### config.mk
export PLATFORM = sky130hd
export DESIGN_NAME = dac_wave_streamer
export DESIGN_NICKNAME = d
export VERILOG_FILES = /design/src/rtl/dac_stream_pkg.sv /design/src/rtl/scl_quarter_div.sv /design/src/rtl/wave_index_ctr.sv /design/src/rtl/i2c_frame_engine.sv /design/src/rtl/dac_wave_streamer.sv
export SDC_FILE = /design/constraint.sdc
export NUM_CORES = 1
export LEC_CHECK = 0
export BUFFER_PORTS_ARGS = -buffer_cell sky130_fd_sc_hd__buf_2
export CORE_MARGIN = 2
export CORE_UTILIZATION = 35
export CTS_CLUSTER_DIAMETER = 60
export DETAILED_ROUTE_END_ITERATION = 8
export RECOVER_POWER = 100
export SETUP_SLACK_MARGIN = 0.5
export SYNTH_ARGS = -nofsm -noshare
export SYNTH_HDL_FRONTEND = slang
export SYNTH_SLANG_ARGS = --single-unit
### constraint.sdc
create_clock -name clk -period 3.57 [get_ports clk]
set_clock_uncertainty 0.2 [all_clocks]
set_input_delay 0.357 -clock clk [delete_from_list [all_inputs] [get_ports clk]]
set_output_delay 0.357 -clock clk [all_outputs]
set_load 0.005 [all_outputs]
### src/rtl/dac_stream_pkg.sv
package dac_stream_pkg;

  typedef enum logic [1:0] {ST_IDLE, ST_START, ST_BITS, ST_STOP} bus_state_e;

  localparam int CODE_W   = 12;
  localparam int IDX_W    = 6;
  localparam int FRAME_W  = 24;
  localparam logic [CODE_W-1:0] MID_CODE = 12'd2048;

  // magnitude of 2000*sin(2*pi*o/64), o = 0..16, rounded
  function automatic logic [10:0] quarter_mag(input logic [4:0] o);
    case (o)
      5'd0:  quarter_mag = 11'd0;
      5'd1:  quarter_mag = 11'd196;
      5'd2:  quarter_mag = 11'd390;
      5'd3:  quarter_mag = 11'd581;
      5'd4:  quarter_mag = 11'd765;
      5'd5:  quarter_mag = 11'd943;
      5'd6:  quarter_mag = 11'd1111;
      5'd7:  quarter_mag = 11'd1269;
      5'd8:  quarter_mag = 11'd1414;
      5'd9:  quarter_mag = 11'd1546;
      5'd10: quarter_mag = 11'd1663;
      5'd11: quarter_mag = 11'd1764;
      5'd12: quarter_mag = 11'd1848;
      5'd13: quarter_mag = 11'd1914;
      5'd14: quarter_mag = 11'd1962;
      5'd15: quarter_mag = 11'd1990;
      default: quarter_mag = 11'd2000;
    endcase
  endfunction

  // code for phase p on a 64-point grid, folded from one quarter wave
  function automatic logic [CODE_W-1:0] wave_code(input logic [IDX_W-1:0] p);
    logic [4:0]  o;
    logic [10:0] a;
    o = p[4] ? (5'd16 - {1'b0, p[3:0]}) : {1'b0, p[3:0]};
    a = quarter_mag(o);
    wave_code = p[5] ? (MID_CODE - {1'b0, a}) : (MID_CODE + {1'b0, a});
  endfunction

  function automatic logic [IDX_W-1:0] tbl_last(input logic [1:0] sel);
    case (sel)
      2'd0:    tbl_last = 6'd15;
      2'd1:    tbl_last = 6'd31;
      default: tbl_last = 6'd63;
    endcase
  endfunction

  function automatic logic [1:0] tbl_shift(input logic [1:0] sel);
    case (sel)
      2'd0:    tbl_shift = 2'd2;
      2'd1:    tbl_shift = 2'd1;
      default: tbl_shift = 2'd0;
    endcase
  endfunction

  function automatic logic [FRAME_W-1:0] frame_bytes(input logic [6:0] addr,
                                                     input logic [CODE_W-1:0] code);
    frame_bytes = {addr, 1'b0, 4'b0000, code[11:8], code[7:0]};
  endfunction

endpackage

### src/rtl/scl_quarter_div.sv
module scl_quarter_div #(
  parameter int FAST_Q = 125,
  parameter int STD_Q  = 500
) (
  input  logic clk,
  input  logic rst_n,
  input  logic std_mode,
  output logic tick
);
  localparam int MAXQ = (FAST_Q > STD_Q) ? FAST_Q : STD_Q;
  localparam int CW   = (MAXQ > 1) ? $clog2(MAXQ) : 1;
  localparam logic [CW-1:0] FAST_LIM = CW'(FAST_Q - 1);
  localparam logic [CW-1:0] STD_LIM  = CW'(STD_Q - 1);

  logic [CW-1:0] cnt;
  logic [CW-1:0] lim;

  assign lim  = std_mode ? STD_LIM : FAST_LIM;
  assign tick = (cnt >= lim);

  always_ff @(posedge clk or negedge rst_n) begin
    if (!rst_n)    cnt <= '0;
    else if (tick) cnt <= '0;
    else           cnt <= cnt + 1'b1;
  end
endmodule

### src/rtl/wave_index_ctr.sv
module wave_index_ctr
  import dac_stream_pkg::*;
(
  input  logic             clk,
  input  logic             rst_n,
  input  logic             clear,
  input  logic             advance,
  input  logic [1:0]       tbl_sel,
  output logic [IDX_W-1:0] phase
);
  logic [IDX_W-1:0] idx;
  logic [IDX_W-1:0] last;
  logic             at_wrap;

  assign last    = tbl_last(tbl_sel);
  assign at_wrap = (idx >= last);
  assign phase   = idx << tbl_shift(tbl_sel);

  always_ff @(posedge clk or negedge rst_n) begin
    if (!rst_n)       idx <= '0;
    else if (clear)   idx <= '0;
    else if (advance) idx <= at_wrap ? '0 : idx + 1'b1;
  end

  assert_wrap_zero_R3: assert property (@(posedge clk) disable iff (!rst_n)
    (advance && !clear && idx == last) |=> (idx == '0));
endmodule

### src/rtl/i2c_frame_engine.sv
module i2c_frame_engine
  import dac_stream_pkg::*;
(
  input  logic               clk,
  input  logic               rst_n,
  input  logic               tick,
  input  logic               enable,
  input  logic               sda_in,
  input  logic [FRAME_W-1:0] payload,
  output logic               scl_low,
  output logic               sda_low,
  output logic               busy,
  output logic               frame_done,
  output logic               nack_err
);
  bus_state_e         st;
  logic [1:0]         ph;
  logic [3:0]         bitn;
  logic [1:0]         byten;
  logic [FRAME_W-1:0] shreg;
  logic               ack_bad;
  logic               aborting;
  logic               in_start, in_stop, ack_slot, ph_last;

  assign in_start = (st == ST_START);
  assign in_stop  = (st == ST_STOP);
  assign ack_slot = (st == ST_BITS) && (bitn == 4'd8);
  assign ph_last  = (ph == 2'd3);
  assign busy     = (st != ST_IDLE);

  always_comb begin
    scl_low = 1'b0;
    sda_low = 1'b0;
    case (st)
      ST_START: begin
        scl_low = ph[1];
        sda_low = (ph != 2'd0);
      end
      ST_BITS: begin
        scl_low = (ph == 2'd0) || (ph == 2'd3);
        sda_low = !ack_slot && !shreg[FRAME_W-1];
      end
      ST_STOP: begin
        scl_low = (ph == 2'd0);
        sda_low = (ph < 2'd2);
      end
      default: ;
    endcase
  end

  always_ff @(posedge clk or negedge rst_n) begin
    if (!rst_n) begin
      st <= ST_IDLE; ph <= '0; bitn <= '0; byten <= '0; shreg <= '0;
      ack_bad <= 1'b0; aborting <= 1'b0; frame_done <= 1'b0; nack_err <= 1'b0;
    end else begin
      frame_done <= 1'b0;
      if (!enable) nack_err <= 1'b0;
      if (tick) begin
        case (st)
          ST_IDLE: if (enable && !nack_err) begin
            st <= ST_START; ph <= '0;
          end
          ST_START: begin
            ph <= ph + 1'b1;
            if (ph == 2'd1) shreg <= payload;   // index has settled by now
            if (ph_last) begin
              st <= ST_BITS; bitn <= '0; byten <= '0;
            end
          end
          ST_BITS: begin
            ph <= ph + 1'b1;
            if (ph == 2'd2 && ack_slot) ack_bad <= sda_in;
            if (ph_last) begin
              if (ack_slot) begin
                bitn <= '0;
                if (ack_bad) begin
                  st <= ST_STOP; aborting <= 1'b1; nack_err <= 1'b1;
                end else if (byten == 2'd2) begin
                  st <= ST_STOP;
                end else begin
                  byten <= byten + 1'b1;
                end
              end else begin
                bitn  <= bitn + 1'b1;
                shreg <= shreg << 1;
              end
            end
          end
          default: begin
            ph <= ph + 1'b1;
            if (ph_last) begin
              frame_done <= !aborting;
              aborting   <= 1'b0;
              st <= (enable && !nack_err && !aborting) ? ST_START : ST_IDLE;
            end
          end
        endcase
      end
    end
  end

  assert_sda_quiet_scl_high_R6: assert property (@(posedge clk) disable iff (!rst_n)
    (!$past(scl_low) && !scl_low && (sda_low != $past(sda_low))) |-> (in_start || in_stop));

  assert_err_sticky_R9: assert property (@(posedge clk) disable iff (!rst_n)
    (nack_err && enable) |=> nack_err);

  assert_halt_after_nack_R9: assert property (@(posedge clk) disable iff (!rst_n)
    (nack_err && enable && !busy) |=> !busy);

  assert_done_follows_stop_R8: assert property (@(posedge clk) disable iff (!rst_n)
    frame_done |-> $past(in_stop));
endmodule

### src/rtl/dac_wave_streamer.sv
module dac_wave_streamer
  import dac_stream_pkg::*;
#(
  parameter int FAST_Q = 125,
  parameter int STD_Q  = 500
) (
  input  logic       clk,
  input  logic       rst_n,
  input  logic       enable,
  input  logic       std_mode,
  input  logic [6:0] dev_addr,
  input  logic [1:0] tbl_sel,
  input  logic       sda_in,
  output logic       scl_drive_low,
  output logic       sda_drive_low,
  output logic       busy,
  output logic       sample_stb,
  output logic       nack_err
);
  logic               tick;
  logic               frame_done;
  logic [IDX_W-1:0]   phase;
  logic [CODE_W-1:0]  code;
  logic [FRAME_W-1:0] payload;
  logic               rewind;

  assign code       = wave_code(phase);
  assign payload    = frame_bytes(dev_addr, code);
  assign rewind     = !enable && !busy;
  assign sample_stb = frame_done;

  scl_quarter_div #(.FAST_Q(FAST_Q), .STD_Q(STD_Q)) u_div (
    .clk(clk), .rst_n(rst_n), .std_mode(std_mode), .tick(tick)
  );

  wave_index_ctr u_idx (
    .clk(clk), .rst_n(rst_n), .clear(rewind), .advance(frame_done),
    .tbl_sel(tbl_sel), .phase(phase)
  );

  i2c_frame_engine u_eng (
    .clk(clk), .rst_n(rst_n), .tick(tick), .enable(enable), .sda_in(sda_in),
    .payload(payload), .scl_low(scl_drive_low), .sda_low(sda_drive_low),
    .busy(busy), .frame_done(frame_done), .nack_err(nack_err)
  );

  assert_stb_single_R8: assert property (@(posedge clk) disable iff (!rst_n)
    sample_stb |=> !sample_stb);
endmodule

==> qor.yml, run 1 <==
outcome:
  status: "complete, but fails checks"
  violations: "max-capacitance violations, max-slew violations"
synthesis:
  avgSynthCellArea_um2: 8.25
  synth_nets: 545
  synthesis.area_mm2: 0.00413
  ys_ff_latch: 53
  synthFlopType: "dfrtp_1"
  synthCells: 501
  ys_types: 71
  synth_warnings: 0
  async_reset_ff_frac: 1.00
  synth_edf_count: 0
  synth_seq_area_share: 0.321
pwr:
  p_int_mw: 2.15
  total_leakage_power_nw: 2.20
  p_per_area_mw_per_mm2: 757
  peakVddDrop_v: 0.000354
  comb_power_share: 0.615
  seqPwrFrac: 0.240
  clkPwrFrac: 0.145
  switching_share: 0.439
  p_switching_mw: 1.68
worst_setup_path:
  critPathArrivalTime_ps: 3450
  r2r_end: "u_eng.shreg[10]"
  required_ps: 3550
  rrSetupSlack_ps: 100
  end_kind: "flip-flop"
  cp-endpoint: "u_eng.shreg[10]"
  crit_start: "u_idx.idx[0]"
  rr_worst_depth: 16
  path_cells: "inv_2 > o31a_1 > ha_4 > mux2i_1 > nor2_1 > a311oi_1 > a21oi_2 > ha_2 > inv_2 > mux2i_1 > a2bb2oi_2 > ha_4 > nand2_4 > o41ai_2 > o21ai_1 > mux2_2"
  cp_max_fo: 4
  crit_type: "reg -> reg"
  worst_path_largest_cell_delay_ps: 370
  cpMaxStageDelayCell: "dfrtp_1"
  start_kind: "flip-flop"
  r2r-start: "u_idx.idx[0]"
floorplan:
  core-area_mm2: 0.0115
  die-width_um: 113
  die_area_mm2: 0.0127
  fp-row-count: 39
  io_pins: 19
  fp.dieH_um: 113
  start_util: 0.360
placement:
  numPortBuffers: 18
  hpwl_mm: 7.65
  dpl.cell_count: 681
  dp_slack_ps: -112
  globalplace.congestion: 0.891
sta:
  worst_pin_slew_ps: 2270
  maxSlewViolCount: 43
  fin_tns_setup_ps: 0
  rsz0062_at_grt: "true"
  hold_viol_final: 0
  max_slew_margin: -0.513
  period_needed_ps: 3470
  post-route-period-util: 0.971
  fmax_mhz: 289
  hold_slack_ps: 99.8
  setup_slack_ps: 104
  setup_viol: 0
finish:
  layoutNonFillerInstCount: 696
  drive_gt1_frac: 0.226
  fin_nets: 596
  n_antenna_cell: 0
  areaGrowthSynthToFinish_pct: 22.6
route:
  via_per_inst: 5.49
  postRouteAntennaNets: 0
  route.detailed.drc: 0
  wl_per_cell_um: 14.8
  vias: 3821
  drt_first_pass_iters: 4
  drtIter0Drc: 274
  finalWirelength_mm: 10.3
cts:
  cts.sinks: 53
  numCtsBuffers: 5
  ctsHoldBuffers: 0
  clock_latency_ps: 290
  cts_max_level: 2
  max-clock-path-buffers: 2
  cts.clk_slew.worst_paths_ps: 70
  cts_tree: "done"
  cts-root-buf: "clkbuf_16"
global_routing:
  grt_pass1_vias: 3757
  grt_pass1_wl_mm: 17.9
  grt-ovfl-total: 0
  globalRouteTotalUtil: 0.168
  grt_max_degree: 49
  antenna_found_initial: 0
job:
  drv_cap: 1
worst_hold_path:
  hold_path_class: "in -> reg"
-- metal layers --
layer  track usage  share of wire  wire length (µm)
met1         0.221           0.47              4830
met2         0.290           0.48              5000
met3        0.0227          0.034               354
met4        0.0480          0.013               131
met5             0              0                 0
-- layout by cell type, fill, tap and decap left out, drive strengths merged, types with 6 or more instances in the layout --
cell type and count:
a211oi 6, clkbuf 8, nor2 42, xnor2 13
a21o 6, o211ai 6, and3 7, nand3 22
buf 65, o21a 7, a21oi 26, nor3 9
mux2i 16, nand2 68, o21ai 53, inv 26
dfrtp 53, ha 30, o31ai 9
-- cells by family (layout without fill, tap and decap cells) --
group | after synthesis | count (layout) | share of synthesized area
multiplexers | 20 | 20 | 0.0515
XOR/XNOR | 17 | 17 | 0.0397
buffers and inverters | 51 | 103 | 0.0500
AO/OA/AOI/OAI | 156 | 156 | 0.257
adder cells (fa/ha/maj) | 30 | 30 | 0.0909
flip-flops | 53 | 53 | 0.321
AND/OR/NAND/NOR | 174 | 174 | 0.190
-- area by class of cell --
class | count | area [µm²]
tap | 143 | 179
timing repair buffer | 68 | 475
clock buffer | 5 | 125
multi-input combinational | 397 | 2810
sequential | 53 | 1330
fill | 1109 | 6400
inverter | 27 | 101
clock inverter | 3 | 46.3
-- flip-flops by register name (all words and copies together) (netlist names), 2 cells and up --
| name | cells |
|---|---|
| u_div.cnt | 9 |
| u_eng.bitn | 4 |
| u_eng.byten | 2 |
| u_eng.ph | 2 |
| u_eng.shreg | 24 |
| u_eng.st | 2 |
| u_idx.idx | 6 |
-- metrics by stage --
| stage | utilization | area (µm²) | power (mW) |
|---|---|---|---|
| after floorplan | - | 4200 | 2.30 |
| after global placement | 0.407 | 4660 | 2.93 |
| after detailed placement | 0.407 | 4660 | 2.96 |
| after CTS | 0.436 | 5000 | 3.76 |
| after global routing | 0.442 | 5060 | 4.15 |
| final | 0.442 | 5060 | 3.83 |
-- power groups by stage --
stage	registers (mW)	logic [mW]	clock network, mW
3_5_place_dp	0.930	2.03	0
4_1_cts	0.919	2.26	0.573
2_1_floorplan	0.885	1.42	0
6_report	0.921	2.36	0.555
5_1_grt	0.946	2.61	0.595
3_3_place_gp	0.920	2.01	0
-- worst min-delay path by stage --
| stage | from | to | slack (ps) | cells after the start |
|---|---|---|---|---|
| final | sda_in | u_eng.ack_bad | 100 | 2 |
| after global routing | sda_in | u_eng.ack_bad | 110 | 2 |
| after CTS | rst_n | u_eng.ph[0] | 50 | 1 |
| after detailed placement | u_eng.shreg[11] | u_eng.shreg[11] | 270 | 2 |
| after global placement | u_eng.shreg[19] | u_eng.shreg[19] | 260 | 2 |
| after floorplan | rst_n | u_div.cnt[0] | -140 | 0 |
-- critical path: cells and delay by family (launching register included) --
family	cells	cell delay (ps)
adders and majority gates	3	760
DFF	1	370
muxes	3	540
buffers and inverters	2	80
AOI/OAI and AO/OA	6	1280
and+or+nand+nor	2	110
-- Yosys cell counts (7+ instances only) --
master	count	area (µm²)
and3_1	7	43.8
clkbuf_1	15	56.3
nor3_1	9	45.0
o21ai_0	48	240
inv_1	25	93.8
nor2_1	42	158
o31ai_1	9	67.6
mux2i_1	15	150
a21oi_1	26	130
o21a_1	7	52.6
ha_1	30	375
dfrtp_1	53	1330
nand3_1	22	110
xnor2_1	11	96.3
nand2_1	67	251
-- repair_timing --
action | 4_1_cts | 5_1_grt
resized for setup | 26 | 18
endpoints found under the setup margin | 11 | 12
gates cloned | 0 | 0
pin swaps | 14 | 9
buffers inserted | 7 | 0
Note: power is estimated with default switching activity, not from simulation.
==> inputs of run 2 (changes only) <==
--- a/config.mk
+++ b/config.mk
@@ -6,10 +6,13 @@
 export NUM_CORES = 1
 export LEC_CHECK = 0
 export BUFFER_PORTS_ARGS = -buffer_cell sky130_fd_sc_hd__buf_2
+export CELL_PAD_IN_SITES_DETAIL_PLACEMENT = 1
+export CELL_PAD_IN_SITES_GLOBAL_PLACEMENT = 1
 export CORE_MARGIN = 2
 export CORE_UTILIZATION = 35
 export CTS_CLUSTER_DIAMETER = 60
 export DETAILED_ROUTE_END_ITERATION = 8
+export PLACE_DENSITY_LB_ADDON = 0.1
 export RECOVER_POWER = 100
 export SETUP_SLACK_MARGIN = 0.5
 export SYNTH_ARGS = -nofsm -noshare
==> qor.yml, run 2 (synthesis results as in run 1) <==
cts:
  cts_max_level: 2
  numCtsBuffers: 5
  cts.clk_slew.worst_paths_ps: 70
  cts.sinks: 53
  cts-root-buf: "clkbuf_16"
  clock_latency_ps: 290
  cts_tree: "done"
  max-clock-path-buffers: 2
placement:
  hpwl_mm: 8.80
  globalplace.congestion: 0.880
  dpl.cell_count: 684
  numPortBuffers: 18
pwr:
  total_leakage_power_nw: 2.25
  peakVddDrop_v: 0.000361
  p_per_area_mw_per_mm2: 764
finish:
  drive_gt1_frac: 0.242
  final_common_cell: "nand2_1"
  n_antenna_cell: 0
  layoutNonFillerInstCount: 709
  final_cell_mix: "65 x nand2_1, 56 x buf_4, 53 x dfrtp_1"
  reg_top3: "u_eng.shreg: 24 flops, u_div.cnt: 9 flops, u_idx.idx: 6 flops"
  areaGrowthSynthToFinish_pct: 24.2
  fin_nets: 609
  largest_register: "u_eng.shreg"
  largest_register_ffs: 24
  post-route-util: 0.448
worst_setup_path:
  required_ps: 3540
  critPathArrivalTime_ps: 3520
  crit_type: "reg -> reg"
  cp_max_fo: 4
  start_kind: "flip-flop"
  end_kind: "flip-flop"
sta:
  period_needed_ps: 3550
  hold_viol_final: 0
  fin_tns_setup_ps: 0
  maxSlewViolCount: 34
  worst_pin_slew_ps: 1820
  setup_viol: 0
  fmax_mhz: 282
  rsz0062_at_grt: "true"
  post-route-period-util: 0.995
  max_slew_margin: -0.216
route:
  via_per_inst: 5.48
  finalWirelength_mm: 12.0
  route.detailed.drc: 0
  postRouteAntennaNets: 0
  wl_per_cell_um: 17.0
  drt_first_pass_iters: 4
  vias: 3888
  drtIter0Drc: 153
floorplan:
  fp.dieH_um: 113
  die_area_mm2: 0.0127
  fp-row-count: 39
  io_pins: 19
  start_util: 0.360
  die-width_um: 113
  core-area_mm2: 0.0115
global_routing:
  globalRouteTotalUtil: 0.198
  grt_pass1_vias: 4109
  antenna_found_initial: 0
  grt_max_degree: 49
  grt_pass1_wl_mm: 20.7
  grt-ovfl-total: 0
job:
  drv_cap: 1
outcome:
  violations: "max-capacitance violations, max-slew violations"
  status: "complete, but fails checks"
worst_hold_path:
  hold_path_class: "in -> reg"
-- run 2: area by class of cell --
type                       count  area, µm²
tap                          143        179
multi-input combinational    397       2810
fill                        1386       6330
timing repair buffer          81        572
inverter                      27        101
clock inverter                 2       13.8
sequential                    53       1330
clock buffer                   6        129
-- run 2: what timing repair did --
item,in CTS,in global routing
hold endpoints to repair,32,0
setup buffers,8,8
setup endpoints to repair,12,13
hold buffers,1,0
cloned,0,0
pin swaps,14,12
gates resized for setup,25,20
-- run 2: per-stage QoR --
step / worst slack, ps / hold slack, ps / cell area, µm² / power, mW
2_1_floorplan: -88.1 / -139 / 4200 / 2.30
3_3_place_gp: -65.2 / 263 / 4690 / 3.00
3_5_place_dp: -226 / 256 / 4690 / 3.06
4_1_cts: 48.9 / 80.5 / 5010 / 3.78
5_1_grt: -111 / 96.7 / 5130 / 4.27
6_report: 18.7 / 89.1 / 5130 / 3.92
-- run 2: critical path, cell delays in order (launching register included) --
cell       delay, ps
dfrtp_1          390
inv_2             50
o31a_1           280
ha_4             240
mux2i_1          150
nor2_1            80
a311oi_2         240
a21oi_2          110
ha_2             230
a211oi_2         170
o221ai_1         130
nand3_1          210
buf_4            150
buf_6            100
and3_4           190
nor4_2            50
a2111oi_2        370
o21ai_1           90
-- run 2: report_power, final --
| part | switching (mW) | internal (mW) |
|---|---|---|
| clock network | 0.223 | 0.262 |
| registers | 0.152 | 0.772 |
| logic | 1.38 | 1.13 |
-- run 2: layer usage --
layer  vias up  part of all wire  GRT usage
li1       1931                 -          -
met1      1930              0.47      0.268
met2        23              0.51      0.343
met3         4             0.015     0.0227
met4         0            0.0060     0.0374
met5         -                 0          0
-- run 2: final timing paths --
kind	from	end	slack, ps	cells after the start
max in group asynchronous	rst_n	u_idx.idx[3]	920	3
hold reg to reg	u_div.cnt[0]	u_div.cnt[0]	270	1
hold / removal	sda_in	u_eng.ack_bad	90	2
setup / recovery	u_idx.idx[0]	u_eng.shreg[5]	20	17
min in group asynchronous	rst_n	u_eng.byten[0]	890	2
setup reg to reg	u_idx.idx[0]	u_eng.shreg[5]	20	17
==> inputs of run 3 (changes only) <==
--- a/config.mk
+++ b/config.mk
@@ -12,7 +12,7 @@
 export CORE_UTILIZATION = 35
 export CTS_CLUSTER_DIAMETER = 60
 export DETAILED_ROUTE_END_ITERATION = 8
-export PLACE_DENSITY_LB_ADDON = 0.1
+export PLACE_DENSITY_LB_ADDON = 0.3
 export RECOVER_POWER = 100
 export SETUP_SLACK_MARGIN = 0.5
 export SYNTH_ARGS = -nofsm -noshare
==> qor.yml, run 3 (synthesis results as in run 1) <==
worst_hold_path:
  hp-start: "sda_in"
  hold_path_class: "in -> reg"
floorplan:
  die_area_mm2: 0.0127
  die-width_um: 113
  core-area_mm2: 0.0115
  start_util: 0.360
  fp.dieH_um: 113
  io_pins: 19
  fp-row-count: 39
finish:
  n_antenna_cell: 0
  reg_top3: "u_eng.shreg: 24 flops, u_div.cnt: 9 flops, u_idx.idx: 6 flops"
  final_cell_mix: "66 x nand2_1, 53 x dfrtp_1, 44 x buf_4"
  fin_area_mm2: 0.00508
  largest_register_ffs: 24
  areaGrowthSynthToFinish_pct: 23.0
  largest_register: "u_eng.shreg"
  fin_nets: 598
  drive_gt1_frac: 0.231
  final_common_cell: "nand2_1"
  fillers: 1366
pwr:
  p_int_mw: 2.11
  peakVddDrop_v: 0.000285
  p_switching_mw: 1.78
  seqPwrFrac: 0.238
  clkPwrFrac: 0.126
  comb_power_share: 0.636
  p_per_area_mw_per_mm2: 767
  total_leakage_power_nw: 2.21
  switching_share: 0.457
global_routing:
  antenna_found_initial: 0
  grt_use_met2: 0.348
  grt-busiest-layer: "met2"
  grt_max_degree: 32
  grt_pass1_vias: 4007
  grt_pass1_wl_mm: 19.7
  grtUsageMet3: 0.0205
  globalRouteTotalUtil: 0.188
  grt-ovfl-total: 0
  gr-usage-met1: 0.232
cts:
  clock_latency_ps: 290
  max-clock-path-buffers: 2
  cts_tree: "done"
  cts-root-buf: "clkbuf_16"
  numCtsBuffers: 5
  cts.clk_slew.worst_paths_ps: 70
  cts.sinks: 53
  cts_max_level: 2
sta:
  hold_slack_ps: 114
  rsz0062_at_grt: "true"
  post-route-period-util: 1.02
  maxSlewViolCount: 0
  fmax_mhz: 275
  setup_slack_ps: -61.8
  setup_viol: 1
  worst_pin_slew_ps: 1360
  hold_viol_final: 0
  period_needed_ps: 3630
  max_slew_margin: 0.0961
worst_setup_path:
  cpMaxStageDelayCell: "o21ai_1"
  critPathArrivalTime_ps: 3600
  r2r-start: "u_idx.idx[0]"
  crit_type: "reg -> reg"
  path_cells: "inv_2 > o31a_1 > ha_4 > mux2i_1 > nor2_1 > a311oi_1 > a21oi_2 > ha_2 > buf_4 > nor2_1 > o21a_1 > o21ai_1 > buf_4 > o41ai_2 > xnor2_1 > a21oi_1"
  cp_max_fo: 4
  required_ps: 3540
  end_kind: "flip-flop"
  crit_buf_inv: 3
  cp_top_family: "compound AO/OA/AOI/OAI gates"
  worst_path_largest_cell_delay_ps: 500
  crit_start: "u_idx.idx[0]"
  start_kind: "flip-flop"
route:
  wl_per_cell_um: 17.0
  route.detailed.drc: 0
  via_per_inst: 5.56
  postRouteAntennaNets: 0
  vias: 3879
  drt_first_pass_iters: 4
  drtIter0Drc: 106
  finalWirelength_mm: 11.8
placement:
  hpwl_mm: 8.69
  placed_area_mm2: 0.00464
  globalplace.congestion: 0.877
  numPortBuffers: 18
  dp_slack_ps: -187
outcome:
  violations: "negative setup slack"
  status: "complete, but fails checks"
job:
  drv_cap: 0
==> run 3: layout make-up <==
cell class | count | area (µm²) | area share
clock buffers | 5 | 125 | 0.0246
clock inverters | 3 | 17.5 | 0.00345
inverters | 27 | 101 | 0.0199
multi-input cells | 397 | 2830 | 0.557
flip-flops and latches | 53 | 1330 | 0.261
well taps | 143 | 179 | 0.0352
repair buffers | 70 | 500 | 0.0985
==> run 3: timing repair <==
| item | CTS | global route |
|---|---|---|
| endpoints found under the hold margin | 23 | 0 |
| pin swaps | 15 | 14 |
| buffers inserted | 5 | 6 |
| gates resized for setup | 23 | 26 |
| hold buffers | 1 | 0 |
| setup endpoints to repair | 11 | 24 |
==> run 3: power by group through the flow <==
stage	clock network (mW)	registers, mW	logic [mW]
detailed placement	0	0.936	2.07
floorplan	0	0.885	1.42
CTS	0.502	0.926	2.23
global route	0.527	0.955	2.72
finish	0.490	0.926	2.48
global placement	0	0.924	1.99
==> run 3: worst register-to-register path: cells and delay by family, from the launching register on <==
| kind | cells | cell delay (ps) |
|---|---|---|
| adders and majority gates | 2 | 580 |
| buffers and inverters | 3 | 410 |
| muxes | 1 | 150 |
| AOI/OAI and AO/OA | 7 | 1490 |
| xor gates and xnor gates | 1 | 200 |
| and+or+nand+nor | 2 | 110 |
| DFF | 1 | 380 |
==> run 3: path summary, 6_finish.rpt <==
path	depth (start not counted)	endpoint	slack, ps
max	16	u_eng.shreg[8]	-60
min	2	u_eng.ack_bad	110
max reg2reg	16	u_eng.shreg[8]	-60
max in group asynchronous	3	u_eng.byten[1]	1030
min in group asynchronous	2	u_div.cnt[5]	690
min reg2reg	1	u_eng.frame_done	260
==> run 3: per-stage QoR <==
| stage | util | std cells | power [mW] | setup TNS, ps |
|---|---|---|---|---|
| after CTS | 0.429 | 692 | 3.66 | 0 |
| after floorplan | - | 501 | 2.30 | -132 |
| after detailed placement | 0.405 | 678 | 3.00 | -812 |
| after global placement | 0.405 | 678 | 2.91 | -37.2 |
| final | 0.443 | 698 | 3.90 | -61.8 |
| after global routing | 0.443 | 698 | 4.21 | -1020 |
==> run 3: routing by layer <==
metal,vias to the layer above,wire [µm]
met5,-,0
met4,0,225
met3,16,197
met2,36,6220
met1,1924,5200
li1,1903,-
